[src/rtl/mgpio_pkg.sv]
// Package mgpio_pkg
// Shared register indexes and the write-strobe bundle for the GPIO port.
// Assumes a word-indexed register bus, 5 index bits wide.
package mgpio_pkg;

    typedef enum logic [4:0] {
        IDX_DIR   = 5'd0,
        IDX_SET   = 5'd1,
        IDX_CLR   = 5'd2,
        IDX_PIN   = 5'd3,
        IDX_FDIR  = 5'd8,
        IDX_FMASK = 5'd9,
        IDX_FVAL  = 5'd10,
        IDX_FSET  = 5'd11,
        IDX_FCLR  = 5'd12
    } reg_idx_e;

    typedef struct packed {
        logic dir_l;
        logic set_l;
        logic clr_l;
        logic dir_f;
        logic mask_f;
        logic val_f;
        logic set_f;
        logic clr_f;
    } wr_strobe_t;

endpackage

[src/rtl/mgpio_sync.sv]
// Module mgpio_sync
// Brings asynchronous pad levels into the clock domain through a chain
// of STAGES flops per bit. Assumes STAGES >= 2.
module mgpio_sync #(
    parameter int WIDTH  = 32,
    parameter int STAGES = 2
) (
    input  logic             clk,
    input  logic             rst_n,
    input  logic [WIDTH-1:0] async_in,
    output logic [WIDTH-1:0] sync_out
);

    logic [WIDTH-1:0] chain [STAGES];

    // first stage samples the pads
    always_ff @(posedge clk) begin
        if (!rst_n) chain[0] <= '0;
        else        chain[0] <= async_in;
    end

    for (genvar s = 1; s < STAGES; s++) begin : g_stage
        // each later stage copies the one before it
        always_ff @(posedge clk) begin
            if (!rst_n) chain[s] <= '0;
            else        chain[s] <= chain[s-1];
        end
    end

    assign sync_out = chain[STAGES-1];

endmodule

[src/rtl/mgpio_decode.sv]
// Module mgpio_decode
// Turns one bus write into per-register strobes and expands the byte
// enables into a per-bit lane vector. Assumes WIDTH is a multiple of 8.
module mgpio_decode
    import mgpio_pkg::*;
#(
    parameter int WIDTH = 32,
    localparam int LANES = WIDTH / 8
) (
    input  logic             bus_sel,
    input  logic             bus_we,
    input  logic [4:0]       bus_addr,
    input  logic [LANES-1:0] bus_be,
    output wr_strobe_t       stb,
    output logic [WIDTH-1:0] lane_bits
);

    logic wr;
    assign wr = bus_sel & bus_we;

    // one strobe per writable register
    always_comb begin
        stb        = '0;
        stb.dir_l  = wr && (bus_addr == IDX_DIR);
        stb.set_l  = wr && (bus_addr == IDX_SET);
        stb.clr_l  = wr && (bus_addr == IDX_CLR);
        stb.dir_f  = wr && (bus_addr == IDX_FDIR);
        stb.mask_f = wr && (bus_addr == IDX_FMASK);
        stb.val_f  = wr && (bus_addr == IDX_FVAL);
        stb.set_f  = wr && (bus_addr == IDX_FSET);
        stb.clr_f  = wr && (bus_addr == IDX_FCLR);
    end

    for (genvar k = 0; k < LANES; k++) begin : g_lane
        assign lane_bits[8*k +: 8] = {8{bus_be[k]}};
    end

endmodule

[src/rtl/mgpio_state.sv]
// Module mgpio_state
// Holds direction, output latch and protection mask. Legacy writes use
// all bits and ignore the mask. Fast writes use byte lanes, and the mask
// guards the output latch. Assumes at most one strobe per cycle.
module mgpio_state
    import mgpio_pkg::*;
#(
    parameter int WIDTH = 32
) (
    input  logic             clk,
    input  logic             rst_n,
    input  wr_strobe_t       stb,
    input  logic [WIDTH-1:0] lane_bits,
    input  logic [WIDTH-1:0] wdata,
    output logic [WIDTH-1:0] dir_q,
    output logic [WIDTH-1:0] out_q,
    output logic [WIDTH-1:0] mask_q
);

    logic [WIDTH-1:0] dir_n, out_n, mask_n, fast_en;

    assign fast_en = lane_bits & ~mask_q;

    // next direction from either view
    always_comb begin
        dir_n = dir_q;
        if (stb.dir_l) dir_n = wdata;
        if (stb.dir_f) dir_n = (dir_q & ~lane_bits) | (wdata & lane_bits);
    end

    // next mask, per lane
    always_comb begin
        mask_n = mask_q;
        if (stb.mask_f) mask_n = (mask_q & ~lane_bits) | (wdata & lane_bits);
    end

    // next output latch; a clear is applied after a set
    always_comb begin
        out_n = out_q;
        if (stb.set_l) out_n = out_n | wdata;
        if (stb.val_f) out_n = (out_n & ~fast_en) | (wdata & fast_en);
        if (stb.set_f) out_n = out_n | (wdata & fast_en);
        if (stb.clr_l) out_n = out_n & ~wdata;
        if (stb.clr_f) out_n = out_n & ~(wdata & fast_en);
    end

    // state registers
    always_ff @(posedge clk) begin
        if (!rst_n) begin
            dir_q  <= '0;
            out_q  <= '0;
            mask_q <= '0;
        end else begin
            dir_q  <= dir_n;
            out_q  <= out_n;
            mask_q <= mask_n;
        end
    end

endmodule

[src/rtl/mgpio_port.sv]
// Module mgpio_port
// A GPIO port with a legacy set/clear view and a masked fast view over
// one shared state. Reads are registered: data appears with bus_rvalid
// one cycle after the request. Assumes one bus access per cycle.
module mgpio_port
    import mgpio_pkg::*;
#(
    parameter int WIDTH = 32,
    parameter int SYNC_STAGES = 2,
    localparam int LANES = WIDTH / 8
) (
    input  logic             clk,
    input  logic             rst_n,
    input  logic             bus_sel,
    input  logic             bus_we,
    input  logic [4:0]       bus_addr,
    input  logic [LANES-1:0] bus_be,
    input  logic [WIDTH-1:0] bus_wdata,
    output logic [WIDTH-1:0] bus_rdata,
    output logic             bus_rvalid,
    input  logic [WIDTH-1:0] pad_in,
    output logic [WIDTH-1:0] pad_out,
    output logic [WIDTH-1:0] pad_oe
);

    wr_strobe_t       stb;
    logic [WIDTH-1:0] lane_bits;
    logic [WIDTH-1:0] dir_q, out_q, mask_q, pin_s;
    logic [WIDTH-1:0] rd_mux;

    mgpio_decode #(.WIDTH(WIDTH)) u_decode (
        .bus_sel   (bus_sel),
        .bus_we    (bus_we),
        .bus_addr  (bus_addr),
        .bus_be    (bus_be),
        .stb       (stb),
        .lane_bits (lane_bits)
    );

    mgpio_state #(.WIDTH(WIDTH)) u_state (
        .clk       (clk),
        .rst_n     (rst_n),
        .stb       (stb),
        .lane_bits (lane_bits),
        .wdata     (bus_wdata),
        .dir_q     (dir_q),
        .out_q     (out_q),
        .mask_q    (mask_q)
    );

    mgpio_sync #(.WIDTH(WIDTH), .STAGES(SYNC_STAGES)) u_sync (
        .clk      (clk),
        .rst_n    (rst_n),
        .async_in (pad_in),
        .sync_out (pin_s)
    );

    // read data selection by register index
    always_comb begin
        case (bus_addr)
            IDX_DIR, IDX_FDIR:                    rd_mux = dir_q;
            IDX_SET, IDX_CLR, IDX_FSET, IDX_FCLR: rd_mux = out_q;
            IDX_PIN:                              rd_mux = pin_s;
            IDX_FMASK:                            rd_mux = mask_q;
            IDX_FVAL:                             rd_mux = pin_s & ~mask_q;
            default:                              rd_mux = '0;
        endcase
    end

    // registered read response
    always_ff @(posedge clk) begin
        if (!rst_n) begin
            bus_rdata  <= '0;
            bus_rvalid <= 1'b0;
        end else begin
            bus_rvalid <= bus_sel & ~bus_we;
            if (bus_sel && !bus_we) bus_rdata <= rd_mux;
        end
    end

    assign pad_out = out_q;
    assign pad_oe  = dir_q;

endmodule

[config.mk]
export PLATFORM = sky130hd
export DESIGN_NAME = mgpio_port
export DESIGN_NICKNAME = d
export VERILOG_FILES = /design/src/rtl/mgpio_pkg.sv /design/src/rtl/mgpio_sync.sv /design/src/rtl/mgpio_decode.sv /design/src/rtl/mgpio_state.sv /design/src/rtl/mgpio_port.sv
export SDC_FILE = /design/constraint.sdc
export NUM_CORES = 1
export LEC_CHECK = 0
export BUFFER_PORTS_ARGS = -buffer_cell sky130_fd_sc_hd__buf_2
export CORE_ASPECT_RATIO = 0.9
export CORE_MARGIN = 2
export CORE_UTILIZATION = 55
export DETAILED_ROUTE_END_ITERATION = 12
export PLACE_DENSITY = 0.9
export REMOVE_ABC_BUFFERS = 1
export SLEW_MARGIN = 20
export SYNTH_ARGS = -nofsm -noshare
export SYNTH_HDL_FRONTEND = slang
export SYNTH_SLANG_ARGS = --single-unit
[constraint.sdc]
create_clock -name clk -period 1.6 [get_ports clk]
set_input_delay 0.16 -clock clk [delete_from_list [all_inputs] [get_ports clk]]
set_output_delay 0.16 -clock clk [all_outputs]
set_load 0.01 [all_outputs]
After elaboration in Yosys (flattened, before gate mapping)
Memories as Yosys holds them, arrays and structs flattened.
Cells that the tools add are included.
{"block": "word_totals", "inputBits": 77, "mem_count": 1, "mem_bits_rw": 64, "register_bits": 129, "output_inout_bits": 97}
{"name": "u_sync.chain", "depth": 2, "width": 32, "rd": 2, "rd_ports_with_merged_regs": 0, "write_ports": 2, "line": "mgpio_sync.sv:14", "text": "logic [WIDTH-1:0] chain [STAGES];"}
{"block": "classes", "mux": 12, "n_eq_ne": 8, "bitwise": 24, "reduce_logical": 14}
{"cell": "32-bit AND", "count": 9}
{"cell": "32-bit two-way mux", "count": 9}
{"cell": "32-bit NOT", "count": 5}
{"cell": "32-bit bitwise OR", "count": 5}
{"cell": "32-bit case mux with 5 select lines", "count": 1}
{"cell": "5-bit by 4-bit == test with 1-bit output, second input constant", "count": 5}
{"cell": "5-bit by 2-bit == test with 1-bit output, second input constant", "count": 2}
{"cell": "1-bit logical AND", "count": 9}
{"cell": "5-bit by 1-bit == test with 1-bit output, second input constant", "count": 1}
{"cell": "5-bit logical NOT", "count": 1}
{"cell": "4-bit OR reduction", "count": 1}
{"cell": "1-bit AND", "count": 2}
{"cell": "1-bit two-way mux", "count": 2}
{"cell": "1-bit bitwise OR", "count": 2}
{"cell": "2-bit nonzero test", "count": 1}
{"cell": "2-bit OR reduction", "count": 1}
{"cell": "1-bit logical NOT", "count": 1}
{"cell": "1-bit NOT", "count": 1}

Depth between registers and ports, before layout
Gate-level depths: netlist of the first run.
{"block": "depth", "ltp_word": 12, "mapped_depth": 7, "depth_no_buf": 4}

By module
A second synthesis of the first run with hierarchy kept.
{"block": "hier_totals", "hier_cells": 1011, "hier_area_um2": 9311.4}
{"mod": "mgpio_state", "instances": 1, "area_each_um2": 4983.5, "seq_area_each_um2": 1921.8, "cells_per_inst": 585}
{"mod": "mgpio_port", "instances": 1, "area_each_um2": 2204.6, "seq_area_each_um2": 660.6, "cells_per_inst": 245}
{"mod": "mgpio_sync", "instances": 1, "area_each_um2": 1791.7, "seq_area_each_um2": 1281.2, "cells_per_inst": 134}
{"mod": "mgpio_decode", "instances": 1, "area_each_um2": 331.6, "seq_area_each_um2": 0.0, "cells_per_inst": 47}

Worst setup path before layout of the first run
No wires, ideal clock.
{"block": "synth_path", "path_kind": "input port to flip-flop", "startpoint": "input port bus_addr[0]", "endpoint": "register with a tool-made name", "setup_slack_ps": 104, "path_stages": 5, "t_required_ps": 1472, "arrival_ps": 1369, "path_buffers": 1, "setup_ps": 128, "path_cell_list": "buf_2 -> nor3_1 -> nand3_2 -> mux2i_1 -> nor2_1"}
{"element": "start, declared", "line": "mgpio_port.sv:16", "text": "input logic [4:0] bus_addr,"}

Worst setup path in the final report of the first run
{"block": "layout_path", "startpoint": "input port bus_addr[3]", "endpoint": "register bus_rdata[29]"}
{"block": "layout_via", "elab_chain_cells": 3, "elab_cells_between_ends": 12, "classes_between": "eq/ne (8); mux (1); reduce/logical (3)"}
{"element": "5-bit by 4-bit == test with 1-bit output, or another cell as far along", "line": "mgpio_port.sv:60", "text": "case (bus_addr)"}
{"element": "4-bit OR reduction or 2-bit OR reduction (tied branches)", "line": "mgpio_port.sv:60"}
{"element": "32-bit case mux with 5 select lines *", "line": "mgpio_port.sv:60"}
{"element": "end signal, assigned", "line": "mgpio_port.sv:77", "text": "if (bus_sel && !bus_we) bus_rdata <= rd_mux;"}
{"element": "end, declared", "line": "mgpio_port.sv:19", "text": "output logic [WIDTH-1:0] bus_rdata,"}
Every way passes the cells marked *; elsewhere a longest branch is shown, timed or not.
A chain may end at the register's enable or synchronous reset.

==> PnR_summary.wiki, run 1 <==
{| class="wikitable"
! Metric !! Value
|-
| Clock sink count || 193
|-
| Hold depth || 3
|-
| Warnings, synthesis || 0
|-
| Most frequent standard cell in the layout excluding fill and tap cells || sky130_fd_sc_hd__dfxtp_1
|-
| Initial cell density of the core || 0.5603
|-
| Unrepaired setup endpoints after global routing || no
|-
| Area delta synth->final || 26.71%
|-
| Number of buffers created by CTS || 17
|-
| Slew of the pin with the lowest slew margin || 362.5 ps
|-
| Crit path buffers/inverters || 3
|-
| Hold slack || 13.52 ps
|-
| Cell at the root of the clock tree || sky130_fd_sc_hd__clkbuf_16
|-
| GRT Residual Overflow || 0
|-
| Gate Count Post-Synth || 962
|-
| Number of buffers inserted by port buffering || 173
|-
| Critical path data arrival time || 1560 ps
|-
| Pin count of the biggest net entering global routing || 72
|-
| Count of pins over their slew limit || 0
|-
| Number of DRC markers after the initial detailed-route iteration || 1060
|-
| Relative slew margins || 0.7567
|-
| Path type of the worst setup path || in2reg
|-
| Leak pwr || 4.745 nW
|-
| Worst min path class || in2reg
|-
| Type of destination of the critical path || flop
|-
| Worst-skew pair later-pin latency || 440 ps
|-
| Floorplan row count || 43
|-
| Number of vias per cell || 6.186
|-
| Post-layout net count || 1241
|-
| Wire length per cell || 19.46 um
|-
| Number of antenna violations at the first check in global routing || 0
|-
| Mean Syn Cell Area || 8.961 sq um
|-
| Chip width || 136.0 um
|-
| Kind of cell adding the most delay to the critical path || compound AO/OA/AOI/OAI gates
|-
| Post-synth design cell area || 8621 sq um
|-
| Required time of the critical path || 1900 ps
|-
| Outcome || finished clean
|-
| Post-CTS setup-driven buffer insertion count || 0
|-
| Max incr delay on CP || 320 ps
|-
| Worst hold path startpoint || bus_wdata[11]
|-
| Number of global-route vias before repair || 8336
|-
| Number of vias in the routed layout || 8531
|-
| First-pass GRT wire length || 42080 um
|-
| Die area || 16690 sq um
|-
| Distinct cell type count of the synthesized netlist || 40
|-
| I/O pin total || 174
|-
| Master of the slowest instance on the critical path || sky130_fd_sc_hd__a32oi_1
|-
| Core footprint || 15390 sq um
|-
| Max IR drop VDD || 0.7397 mV
|-
| Setup slack on the worst flop-to-flop path || 480 ps
|-
| Sequential area share after synthesis || 0.4482
|-
| Maximum number of buffers from clock root to sink || 2
|-
| Number of cells on the worst reg-to-reg path || 4
|-
| Fin. Hold Viols || 0
|-
| Estimated wirelength of the detail-placed design || 17340 um
|-
| Final Wtd Congestion || 0.8727
|-
| Cells along the critical path || buf_2 -> buf_4 -> nand2b_1 -> buf_4 -> o21ai_0 -> a32oi_1 -> a31oi_1
|-
| Post-route clock skew || 6.650 ps
|-
| Most Frequent Cell on Critical Path || sky130_fd_sc_hd__buf_4
|-
| Cell area power density || 899.4 nW/um^2
|-
| Post-synthesis sequential element count || 193
|-
| Final cell area excluding filler cells || 10920 sq um
|-
| Achievable frequency || 795.4 MHz
|-
| Global router's overall resource usage || 0.3216
|-
| Count of max-cap constraint violations || 0
|-
| Final Critical Period || 1257 ps
|-
| Startpoint class of the critical path || primary input
|-
| Remaining routing DRC violations || 0
|-
| Final number of setup-violating endpoints || 0
|-
| TritonCTS clock tree || done
|-
| Tcrit/Tclk final || 0.7857
|-
| Share of final-layout standard cells stronger than drive strength 1 || 0.2406
|-
| Post-Route WL || 26840 um
|-
| Critical path depth in cells || 7
|-
| Post-route antenna net violation count || 0
|-
| H-Tree Depth || 4
|-
| Reg2reg end || u_state.out_q[31]
|-
| Placed standard-cell area || 10050 sq um
|-
| Top library cells by usage in the layout, fill and taps aside || sky130_fd_sc_hd__dfxtp_1, sky130_fd_sc_hd__buf_2, sky130_fd_sc_hd__and2_1, sky130_fd_sc_hd__o21ai_0, sky130_fd_sc_hd__nor2_1
|-
| Share of the core filled with cells || 0.7099
|-
| Highest fanout seen on the critical path || 11
|-
| Drt first pass iters || 6
|-
| Clock transition at the registers of the reported paths || 70 ps
|-
| DIE HEIGHT || 122.8 um
|}
## synthesized netlist by cell type
library cell                 n  share of area
sky130_fd_sc_hd__or3b_1      1         0.0010
sky130_fd_sc_hd__buf_4       4         0.0035
sky130_fd_sc_hd__mux2_2      2         0.0026
sky130_fd_sc_hd__and3b_1     2         0.0020
sky130_fd_sc_hd__buf_2      10         0.0058
sky130_fd_sc_hd__a221oi_1    3         0.0030
sky130_fd_sc_hd__nand3_1     5         0.0029
sky130_fd_sc_hd__nor2_1     67          0.029
sky130_fd_sc_hd__and4bb_1    1         0.0015
sky130_fd_sc_hd__nand2_1    28          0.012
sky130_fd_sc_hd__nand2b_1    9         0.0065
sky130_fd_sc_hd__nor2b_1    34          0.025
sky130_fd_sc_hd__o221a_2     2         0.0026
sky130_fd_sc_hd__a211oi_1   29          0.025
sky130_fd_sc_hd__nor3_1      2         0.0012
sky130_fd_sc_hd__nand3b_1    2         0.0017
sky130_fd_sc_hd__a211oi_2    1         0.0015
sky130_fd_sc_hd__mux2i_1    64          0.074
sky130_fd_sc_hd__a21oi_1    34          0.020
sky130_fd_sc_hd__o21ai_0    92          0.053
sky130_fd_sc_hd__nor3b_2     2         0.0029
sky130_fd_sc_hd__a311oi_1   27          0.027
sky130_fd_sc_hd__dfxtp_1   193           0.45
sky130_fd_sc_hd__and4bb_2    1         0.0015
sky130_fd_sc_hd__nor4b_2     1         0.0017
sky130_fd_sc_hd__a31oi_1    32          0.023
sky130_fd_sc_hd__a21o_1      2         0.0017
sky130_fd_sc_hd__o21ai_1     5         0.0029
sky130_fd_sc_hd__o21a_1      2         0.0017
sky130_fd_sc_hd__nand4_1     3         0.0022
sky130_fd_sc_hd__nor4_2      1         0.0015
sky130_fd_sc_hd__nand3_2     8         0.0093
sky130_fd_sc_hd__and2_1     98          0.071
sky130_fd_sc_hd__a32oi_1    32          0.033
sky130_fd_sc_hd__clkbuf_2    2         0.0012
sky130_fd_sc_hd__inv_1      35          0.015
sky130_fd_sc_hd__o211ai_1   59          0.051
sky130_fd_sc_hd__clkbuf_1   65          0.028
sky130_fd_sc_hd__and3_1      1        0.00073
sky130_fd_sc_hd__and2_0      1        0.00073
## worst max-delay path by stage
| stage | start | endpoint |
|---|---|---|
| finish | bus_addr[3] | bus_rdata[29] |
| global route | bus_addr[3] | bus_rdata[29] |
| CTS | bus_addr[3] | bus_rdata[29] |
| detailed placement | bus_addr[1] | bus_rdata[15] |
| global placement | bus_addr[1] | bus_rdata[23] |
| floorplan | bus_addr[4] | u_state.out_q[24] |
## power breakdown
| group | internal [mW] | leakage (nW) | switching [mW] | total [mW] |
|---|---|---|---|---|
| registers | 4.89 | 1.57 | 0.0328 | 4.92 |
| logic | 0.337 | 2.91 | 0.494 | 0.831 |
| clock network | 2.18 | 0.266 | 1.89 | 4.07 |
## area by class of cell
class                   count  area [sq um]
repair buffers            264          1779
clock inverters            12         111.4
inverters                  35         131.4
diodes                      1         2.502
multi-input cells         653          4339
clock buffers              19         442.9
fillers                  1132          4464
well taps                 202         252.7
flip-flops and latches    193          3864
## stage by stage
step / power, mW / instances / TNS (ps) / worst slack [ps]
after global routing: 10.09 / 1378 / 0 / 250.5
after CTS: 9.791 / 1378 / 0 / 360.4
final: 9.824 / 1379 / 0 / 342.8
after global placement: 5.739 / 1315 / 0 / 1.179
after detailed placement: 5.772 / 1315 / -458.0 / -44.23
after floorplan: 5.317 / 881 / -70160 / -1364
## tightest hold or removal path, stage by stage
cell	delay, ps
sky130_fd_sc_hd__buf_2	120
sky130_fd_sc_hd__mux2i_1	70
sky130_fd_sc_hd__nor2_1	70
## metal layers
layer  global-route usage  wire (um)  up-vias
li1                     -          -     3905
met1               0.4080      10700     4020
met2               0.5391      12560      524
met3              0.06650       2807       82
met4               0.1257        773        0
met5                    0          0        -
## kinds of logic (layout without fill, tap and decap cells)
kind of cell           Yosys count  count (layout)  synth area share
AOI/OAI and AO/OA              320             320            0.2464
buffers and inverters          116             330           0.05399
DFF                            193             193            0.4482
muxes                           66              66           0.07692
other                            0               1                 0
and+or+nand+nor                267             267            0.1745
## what timing repair did
item | CTS | global route
setup endpoints to repair | 0 | 0
hold buffers | 32 | 0
gates resized for setup | 0 | 0
hold endpoints to repair | 32 | 0
Note: power is estimated with default switching activity, not from simulation.
==> run 2: changes to the inputs <==
--- a/config.mk
+++ b/config.mk
@@ -8,9 +8,9 @@
 export BUFFER_PORTS_ARGS = -buffer_cell sky130_fd_sc_hd__buf_2
 export CORE_ASPECT_RATIO = 0.9
 export CORE_MARGIN = 2
-export CORE_UTILIZATION = 55
+export CORE_UTILIZATION = 50
 export DETAILED_ROUTE_END_ITERATION = 12
-export PLACE_DENSITY = 0.9
+export PLACE_DENSITY = 0.87
 export REMOVE_ABC_BUFFERS = 1
 export SLEW_MARGIN = 20
 export SYNTH_ARGS = -nofsm -noshare
==> constraint.sdc (replaced) <==
create_clock -name clk -period 1.1 [get_ports clk]
set_input_delay 0.11 -clock clk [delete_from_list [all_inputs] [get_ports clk]]
set_output_delay 0.11 -clock clk [all_outputs]
set_load 0.01 [all_outputs]
==> run 2 against run 1 <==
The run now ends with negative setup slack left. Non-clock buffer count increased by 62. Sequential share of layout area decreased by 2.5 points. Worst hold slack improved by 42 ps. Sequential cell count unchanged. Critical endpoint is now u_state.out_q[12]. Largest cell class unchanged.
==> PnR_summary.wiki, run 2 (same netlist as run 1, synthesis figures left out) <==
{| class="wikitable"
! Metric !! Value
|-
| Max IR drop VDD || 1.087 mV (was 0.7397 mV)
|-
| Pin count of the biggest net entering global routing || 53 (was 72)
|-
| Final Wtd Congestion || 0.8583 (was 0.8727)
|-
| Non-Filler Instances || 1450 (was 1379)
|-
| Combinational Power Share || 0.097 (was 0.085)
|-
| Switching share of power || 0.2597 (was 0.2456)
|-
| Tcrit/Tclk final || 1.045
|-
| Outcome || finished with violations (was finished clean)
|-
| Required time of the critical path || 1430 ps (was 1900 ps)
|-
| Worst min path class || in2reg (unchanged)
|-
| Chip width || 142.4 um (was 136.0 um)
|-
| Startpoint class of the critical path || primary input (unchanged)
|-
| Number of vias in the routed layout || 9164 (was 8531)
|-
| Fill cell total of the finished layout || 1144 (was 1132)
|-
| Unrepaired setup endpoints after global routing || yes (was no)
|-
| Setup slack on the worst flop-to-flop path || 20 ps (was 480 ps)
|-
| Area delta synth->final || 38.90% (was 26.71%)
|-
| Final cell area excluding filler cells || 11970 sq um (was 10920 sq um)
|-
| Failing checks || negative setup slack
|-
| Fin. Hold Viols || 0 (unchanged)
|-
| Final number of setup-violating endpoints || 10 (was 0)
|-
| Initial cell density of the core || 0.5104 (was 0.5603)
|-
| Post-layout net count || 1303 (was 1241)
|-
| Total power || 15.18 mW (was 9.824 mW)
|-
| Maximum number of buffers from clock root to sink || 2 (unchanged)
|-
| Top library cells by usage in the layout, fill and taps aside || sky130_fd_sc_hd__buf_2, sky130_fd_sc_hd__dfxtp_1, sky130_fd_sc_hd__and2_1, sky130_fd_sc_hd__o21ai_0, sky130_fd_sc_hd__nor2_1 (was sky130_fd_sc_hd__dfxtp_1, sky130_fd_sc_hd__buf_2, sky130_fd_sc_hd__and2_1, sky130_fd_sc_hd__o21ai_0, sky130_fd_sc_hd__nor2_1)
|-
| First-pass GRT wire length || 45590 um (was 42080 um)
|-
| Global router's overall resource usage || 0.3169 (was 0.3216)
|-
| Count of pins over their slew limit || 0 (unchanged)
|-
| DIE HEIGHT || 128.6 um (was 122.8 um)
|-
| Relative slew margins || 0.7725 (was 0.7567)
|-
| H-Tree Depth || 4 (unchanged)
|-
| TritonCTS clock tree || done (unchanged)
|-
| Estimated wirelength of the detail-placed design || 17530 um (was 17340 um)
|-
| Worst-skew pair later-pin latency || 460 ps (was 440 ps)
|-
| Internal portion of total power || 11.24 mW (was 7.411 mW)
|-
| Sequential Area || 3935 sq um (was 3864 sq um)
|-
| Worst hold path startpoint || bus_wdata[14] (was bus_wdata[11])
|-
| Post-route clock skew || 10.89 ps (was 6.650 ps)
|-
| Critical path data arrival time || 1480 ps (was 1560 ps)
|-
| Power spent charging and discharging nets || 3.943 mW (was 2.413 mW)
|-
| Clock sink count || 193 (unchanged)
|-
| Clock transition at the registers of the reported paths || 70 ps (about the same)
|-
| Post-route antenna net violation count || 0 (unchanged)
|-
| Post-Route WL || 30760 um (was 26840 um)
|-
| Most frequent standard cell in the layout excluding fill and tap cells || sky130_fd_sc_hd__buf_2 (was sky130_fd_sc_hd__dfxtp_1)
|-
| Type of destination of the critical path || flop (unchanged)
|-
| Share of final-layout standard cells stronger than drive strength 1 || 0.3172 (was 0.2406)
|-
| Achievable frequency || 869.8 MHz
|-
| Hold depth || 3 (unchanged)
|-
| Cell count after placement || 1338 (was 1315)
|-
| Placed standard-cell area || 10210 sq um (was 10050 sq um)
|-
| GRT Residual Overflow || 0 (unchanged)
|-
| Core footprint || 16890 sq um (was 15390 sq um)
|-
| Count of max-cap constraint violations || 0 (unchanged)
|-
| Cell at the root of the clock tree || sky130_fd_sc_hd__clkbuf_16 (unchanged)
|-
| Remaining routing DRC violations || 0 (unchanged)
|-
| Die area || 18310 sq um (was 16690 sq um)
|-
| Number of vias per cell || 6.320 (was 6.186)
|-
| I/O pin total || 174 (unchanged)
|-
| Proportion of power drawn by flip-flops and latches || 0.471 (was 0.501)
|-
| Number of cells on the worst reg-to-reg path || 4 (unchanged)
|-
| Number of DRC markers after the initial detailed-route iteration || 1227 (was 1060)
|-
| Highest fanout seen on the critical path || 15 (was 11)
|-
| Slew of the pin with the lowest slew margin || 341.3 ps (was 362.5 ps)
|-
| Power share of the clock group || 0.432 (was 0.414)
|-
| Path type of the worst setup path || in2reg (unchanged)
|-
| Wire length per cell || 21.21 um (was 19.46 um)
|-
| Floorplan row count || 45 (was 43)
|-
| First element of the critical path || bus_addr[2] (was bus_addr[3])
|-
| Number of buffers created by CTS || 17 (unchanged)
|-
| Leak pwr || 5.185 nW (was 4.745 nW)
|-
| Footprint of the multi-input gates || 4457 sq um (was 4339 sq um)
|-
| Number of buffers inserted by port buffering || 173 (unchanged)
|-
| Number of antenna violations at the first check in global routing || 0 (unchanged)
|-
| Cell area power density || 1268 nW/um^2 (was 899.4 nW/um^2)
|-
| Setup slack after placement || -496.9 ps (was -44.23 ps)
|-
| Reg2reg end || u_state.out_q[12] (was u_state.out_q[31])
|-
| Worst setup margin || -49.74 ps (was 342.8 ps)
|-
| Number of global-route vias before repair || 9002 (was 8336)
|-
| Drt first pass iters || 9 (was 6)
|-
| Final Critical Period || 1150 ps
|-
| Number of antenna cells inserted || 0 (was 1)
|}
==> run 2: cell count changes in the layout (fill, tap and decap cells not counted), moves of 6 or more <==
cell | previous run | this run
sky130_fd_sc_hd__buf_2 | 173 | 167
sky130_fd_sc_hd__dfxtp_2 | 0 | 51
sky130_fd_sc_hd__dfxtp_1 | 193 | 140
sky130_fd_sc_hd__buf_6 | 0 | 7
sky130_fd_sc_hd__o21ai_2 | 0 | 6
sky130_fd_sc_hd__dlygate4sd3_1 | 32 | 63
sky130_fd_sc_hd__buf_12 | 12 | 22
sky130_fd_sc_hd__buf_4 | 47 | 61
sky130_fd_sc_hd__o21ai_0 | 92 | 82
==> run 2: area by class of cell <==
type / instances / area share
Clock buffer: 17 / 0.03553
Clock inverter: 15 / 0.01630
Inverter: 35 / 0.01097
Multi-Input combinational cell: 653 / 0.3722
Sequential cell: 193 / 0.3286
Tap cell: 211 / 0.02205
Timing Repair Buffer: 326 / 0.2143
==> run 2: critical path: stages <==
cell and delay (ps):
sky130_fd_sc_hd__buf_2 160, sky130_fd_sc_hd__nor3b_4 310, sky130_fd_sc_hd__and3_2 290, sky130_fd_sc_hd__buf_12 190
sky130_fd_sc_hd__a311oi_2 130, sky130_fd_sc_hd__a211oi_1 270
==> run 2: layer usage <==
layer	vias to the layer above	global-route usage	share of wire	wire length, um
met5	-	0	0	0
met4	0	0.1508	0.044	1356
met3	174	0.08671	0.12	3720
met2	707	0.5067	0.45	13950
met1	4252	0.3998	0.38	11730
li1	4031	-	-	-
==> run 2: worst max path at each step <==
stage,to,slack [ps],cells after the start
floorplan,u_state.out_q[24],-1810,4
global placement,bus_rdata[11],-400,6
detailed placement,bus_rdata[12],-500,6
CTS,u_state.out_q[15],-2,6
global route,u_state.out_q[6],-80,8
finish,u_state.out_q[12],-50,6
==> run 2: repair_timing <==
item	4_1_cts	5_1_grt
pin swaps	3	14
gates resized for setup	41	79
gates cloned	1	4
setup endpoints to repair	43	75
buffers inserted	6	6
hold buffers	63	0
endpoints found under the hold margin	111	0
==> run 2: power by group through the flow <==
| stage | sequential [mW] | combinational [mW] | clock [mW] |
|---|---|---|---|
| after floorplan | 7.31 | 0.428 | 0 |
| after global placement | 7.31 | 1.11 | 0 |
| after detailed placement | 7.31 | 1.15 | 0 |
| after CTS | 7.15 | 1.34 | 6.56 |
| after global routing | 7.16 | 1.56 | 6.87 |
| final | 7.16 | 1.48 | 6.55 |
==> run 2: metrics by stage <==
step	setup TNS [ps]	hold WS, ps	util
floorplan	-128210	231.7	-
global placement	-38950	315.8	0.6046
detailed placement	-44080	318.1	0.6046
CTS	-2.020	5.854	0.6897
global route	-1147	61.34	0.7089
finish	-193.4	55.23	0.7089
==> run 3: changes to the inputs <==
--- a/config.mk
+++ b/config.mk
@@ -11,8 +11,8 @@
 export CORE_UTILIZATION = 50
 export DETAILED_ROUTE_END_ITERATION = 12
 export PLACE_DENSITY = 0.87
+export RECOVER_POWER = 100
 export REMOVE_ABC_BUFFERS = 1
-export SLEW_MARGIN = 20
 export SYNTH_ARGS = -nofsm -noshare
 export SYNTH_HDL_FRONTEND = slang
 export SYNTH_SLANG_ARGS = --single-unit
==> run 3 against run 2 <==
The flow still finishes with violations (negative setup slack). Total power barely moved. Global-route usage unchanged. Worst hold slack lost 7.5 ps. Critical path type unchanged. Critical endpoint is now u_state.out_q[6].
==> PnR_summary.wiki, run 3 (same netlist as run 1, synthesis figures left out) <==
{| class="wikitable"
! Metric !! Value
|-
| Outcome || finished with violations (unchanged)
|-
| Failing checks || negative setup slack (unchanged)
|-
| Relative slew margins || 0.7737 (was 0.7725)
|-
| Post-route antenna net violation count || 0 (unchanged)
|-
| Post-layout net count || 1303 (unchanged)
|-
| Startpoint class of the critical path || primary input (unchanged)
|-
| Path type of the worst setup path || in2reg (unchanged)
|-
| Proportion of power drawn by flip-flops and latches || 0.471 (about the same)
|-
| Chip width || 142.4 um (unchanged)
|-
| H-Tree Depth || 4 (unchanged)
|-
| Number of DRC markers after the initial detailed-route iteration || 1387 (was 1227)
|-
| Sum of negative setup slack || -170.6 ps (was -193.4 ps)
|-
| Worst Setup EP || u_state.out_q[6] (was u_state.out_q[12])
|-
| Master of the slowest instance on the critical path || sky130_fd_sc_hd__and4bb_2 (was sky130_fd_sc_hd__nor3b_4)
|-
| Global router's overall resource usage || 0.3169 (unchanged)
|-
| Fill cell total of the finished layout || 1147 (was 1144)
|-
| Power spent charging and discharging nets || 3.950 mW (was 3.943 mW)
|-
| Clock transition at the registers of the reported paths || 70 ps (about the same)
|-
| I/O pin total || 174 (unchanged)
|-
| Share of the core filled with cells || 0.7086 (was 0.7089)
|-
| Area delta synth->final || 38.84% (was 38.90%)
|-
| Number of buffers created by CTS || 17 (unchanged)
|-
| Die area || 18310 sq um (unchanged)
|-
| Achievable frequency || 879.4 MHz (was 869.8 MHz)
|-
| Core footprint || 16890 sq um (unchanged)
|-
| TritonCTS clock tree || done (unchanged)
|-
| Number of cells on the worst reg-to-reg path || 4 (unchanged)
|-
| Maximum number of buffers from clock root to sink || 2 (unchanged)
|-
| Estimated wirelength of the detail-placed design || 17530 um (unchanged)
|-
| Worst min path class || in2reg (unchanged)
|-
| First-pass GRT wire length || 45590 um (unchanged)
|-
| Setup slack on the worst flop-to-flop path || 30 ps (was 20 ps)
|-
| Count of max-cap constraint violations || 0 (unchanged)
|-
| Cell area power density || 1269 nW/um^2 (was 1268 nW/um^2)
|-
| Max IR drop VDD || 1.095 mV (was 1.087 mV)
|-
| Top library cells by usage in the layout, fill and taps aside || sky130_fd_sc_hd__buf_2, sky130_fd_sc_hd__dfxtp_1, sky130_fd_sc_hd__o21ai_0, sky130_fd_sc_hd__and2_1, sky130_fd_sc_hd__nor2_1 (was sky130_fd_sc_hd__buf_2, sky130_fd_sc_hd__dfxtp_1, sky130_fd_sc_hd__and2_1, sky130_fd_sc_hd__o21ai_0, sky130_fd_sc_hd__nor2_1)
|-
| Pin count of the biggest net entering global routing || 53 (unchanged)
|-
| DIE HEIGHT || 128.6 um (unchanged)
|-
| Footprint of the multi-input gates || 4457 sq um (unchanged)
|-
| Final Critical Period || 1137 ps (was 1150 ps)
|-
| Switching share of power || 0.2601 (was 0.2597)
|-
| Post-Route WL || 30690 um (was 30760 um)
|-
| Remaining routing DRC violations || 0 (unchanged)
|-
| Number of antenna cells inserted || 0 (unchanged)
|-
| Post-route clock skew || 10.66 ps (was 10.89 ps)
|-
| Share of final-layout standard cells stronger than drive strength 1 || 0.3156 (was 0.3172)
|-
| Cells along the critical path || buf_8 -> and4bb_2 -> nor3b_4 -> buf_6 -> buf_16 -> buf_12 -> a311oi_2 -> a211oi_1 (was buf_2 -> nor3b_4 -> and3_2 -> buf_12 -> a311oi_2 -> a211oi_1)
|-
| Combinational Power Share || 0.097 (about the same)
|-
| Count of pins over their slew limit || 0 (unchanged)
|-
| Internal portion of total power || 11.23 mW (was 11.24 mW)
|-
| Clock sink count || 193 (unchanged)
|-
| Number of vias in the routed layout || 9174 (was 9164)
|-
| Reg2reg end || u_state.out_q[12] (unchanged)
|-
| Critical path data arrival time || 1510 ps (was 1480 ps)
|-
| Most frequent standard cell in the layout excluding fill and tap cells || sky130_fd_sc_hd__buf_2 (unchanged)
|-
| Sequential Area || 3935 sq um (unchanged)
|-
| Slew of the pin with the lowest slew margin || 339.5 ps (was 341.3 ps)
|-
| Final Wtd Congestion || 0.8583 (unchanged)
|-
| Leak pwr || 5.156 nW (was 5.185 nW)
|-
| Number of antenna violations at the first check in global routing || 0 (unchanged)
|-
| Worst setup margin || -37.11 ps (was -49.74 ps)
|-
| Drt first pass iters || 6 (was 9)
|-
| Fin. Hold Viols || 0 (unchanged)
|-
| Unrepaired setup endpoints after global routing || yes (unchanged)
|-
| Worst-skew pair later-pin latency || 460 ps (about the same)
|-
| Required time of the critical path || 1470 ps (was 1430 ps)
|-
| Tcrit/Tclk final || 1.034 (was 1.045)
|-
| Worst hold path startpoint || bus_wdata[14] (unchanged)
|-
| Floorplan row count || 45 (unchanged)
|-
| Highest fanout seen on the critical path || 6 (was 15)
|-
| GRT Residual Overflow || 0 (unchanged)
|-
| Initial cell density of the core || 0.5104 (unchanged)
|-
| Number of vias per cell || 6.327 (was 6.320)
|-
| Max incr delay on CP || 350 ps (was 310 ps)
|-
| Final number of setup-violating endpoints || 9 (was 10)
|-
| Type of destination of the critical path || flop (unchanged)
|-
| Wire length per cell || 21.17 um (was 21.21 um)
|-
| Number of buffers inserted by port buffering || 173 (unchanged)
|-
| First element of the critical path || bus_addr[4] (was bus_addr[2])
|-
| Cell at the root of the clock tree || sky130_fd_sc_hd__clkbuf_16 (unchanged)
|-
| Power share of the clock group || 0.432 (about the same)
|-
| Number of global-route vias before repair || 9002 (unchanged)
|}
-- run 3: cell count changes in the layout (fill, tap and decap cells not counted), sizes merged --
cell	previous run	this run
clkbuf	19	22
buf	261	258
-- run 3: metal layers --
metal,GRT usage,up-vias,part of all wire
met2,0.5067,694,0.45
li1,-,4019,-
met3,0.08671,169,0.12
met4,0.1508,0,0.045
met1,0.3998,4292,0.38
met5,0,-,0
-- run 3: how the worst min path moves through the flow --
stage                               end  slack (ps)  cells past startpoint
finish                             flop          50                      3
global route                       flop          60                      3
CTS                                flop           6                      3
detailed placement  u_sync.chain[0][20]         320                      2
global placement    u_sync.chain[0][26]         320                      2
floorplan            u_sync.chain[0][0]         230                      1
-- run 3: cell type report --
cell class,instances,area share
timing repair buffer,326,0.2140
clock inverter,15,0.01631
inverter,35,0.01098
sequential,193,0.3288
tap,211,0.02206
clock buffer,17,0.03554
multi-input combinational,653,0.3724
-- run 3: critical path: cells and delay by family --
family	cells	cell delay (ps)
AND/OR/NAND/NOR	2	630
buffers and inverters	4	530
AO/OA/AOI/OAI	2	230
-- run 3: per-stage QoR --
| step | setup slack [ps] | instances | total power, mW | cell area, sq um | hold slack [ps] |
|---|---|---|---|---|---|
| after floorplan | -1814 | 881 | 7.734 | 8287 | 231.7 |
| after global placement | -403.4 | 1338 | 8.424 | 10210 | 315.8 |
| after detailed placement | -496.9 | 1338 | 8.461 | 10210 | 318.1 |
| after CTS | -1.769 | 1440 | 15.05 | 11650 | 5.854 |
| after global routing | -82.28 | 1450 | 15.59 | 11970 | 61.34 |
| final | -37.11 | 1450 | 15.18 | 11970 | 47.69 |
-- run 3: timing repair --
| item | in CTS | in global routing |
|---|---|---|
| hold buffers | 63 | 0 |
| hold endpoints to repair | 111 | 0 |
| endpoints found under the setup margin | 43 | 75 |
| pin swaps | 3 | 14 |
| gates resized for setup | 41 | 79 |
| setup buffers | 6 | 6 |
| gates cloned | 1 | 4 |
-- run 3: power groups by stage --
stage	Sequential [mW]	Clock, mW	Combinational (mW)
floorplan	7.31	0	0.428
global placement	7.31	0	1.11
detailed placement	7.31	0	1.15
CTS	7.15	6.56	1.34
global route	7.16	6.87	1.56
finish	7.16	6.56	1.47
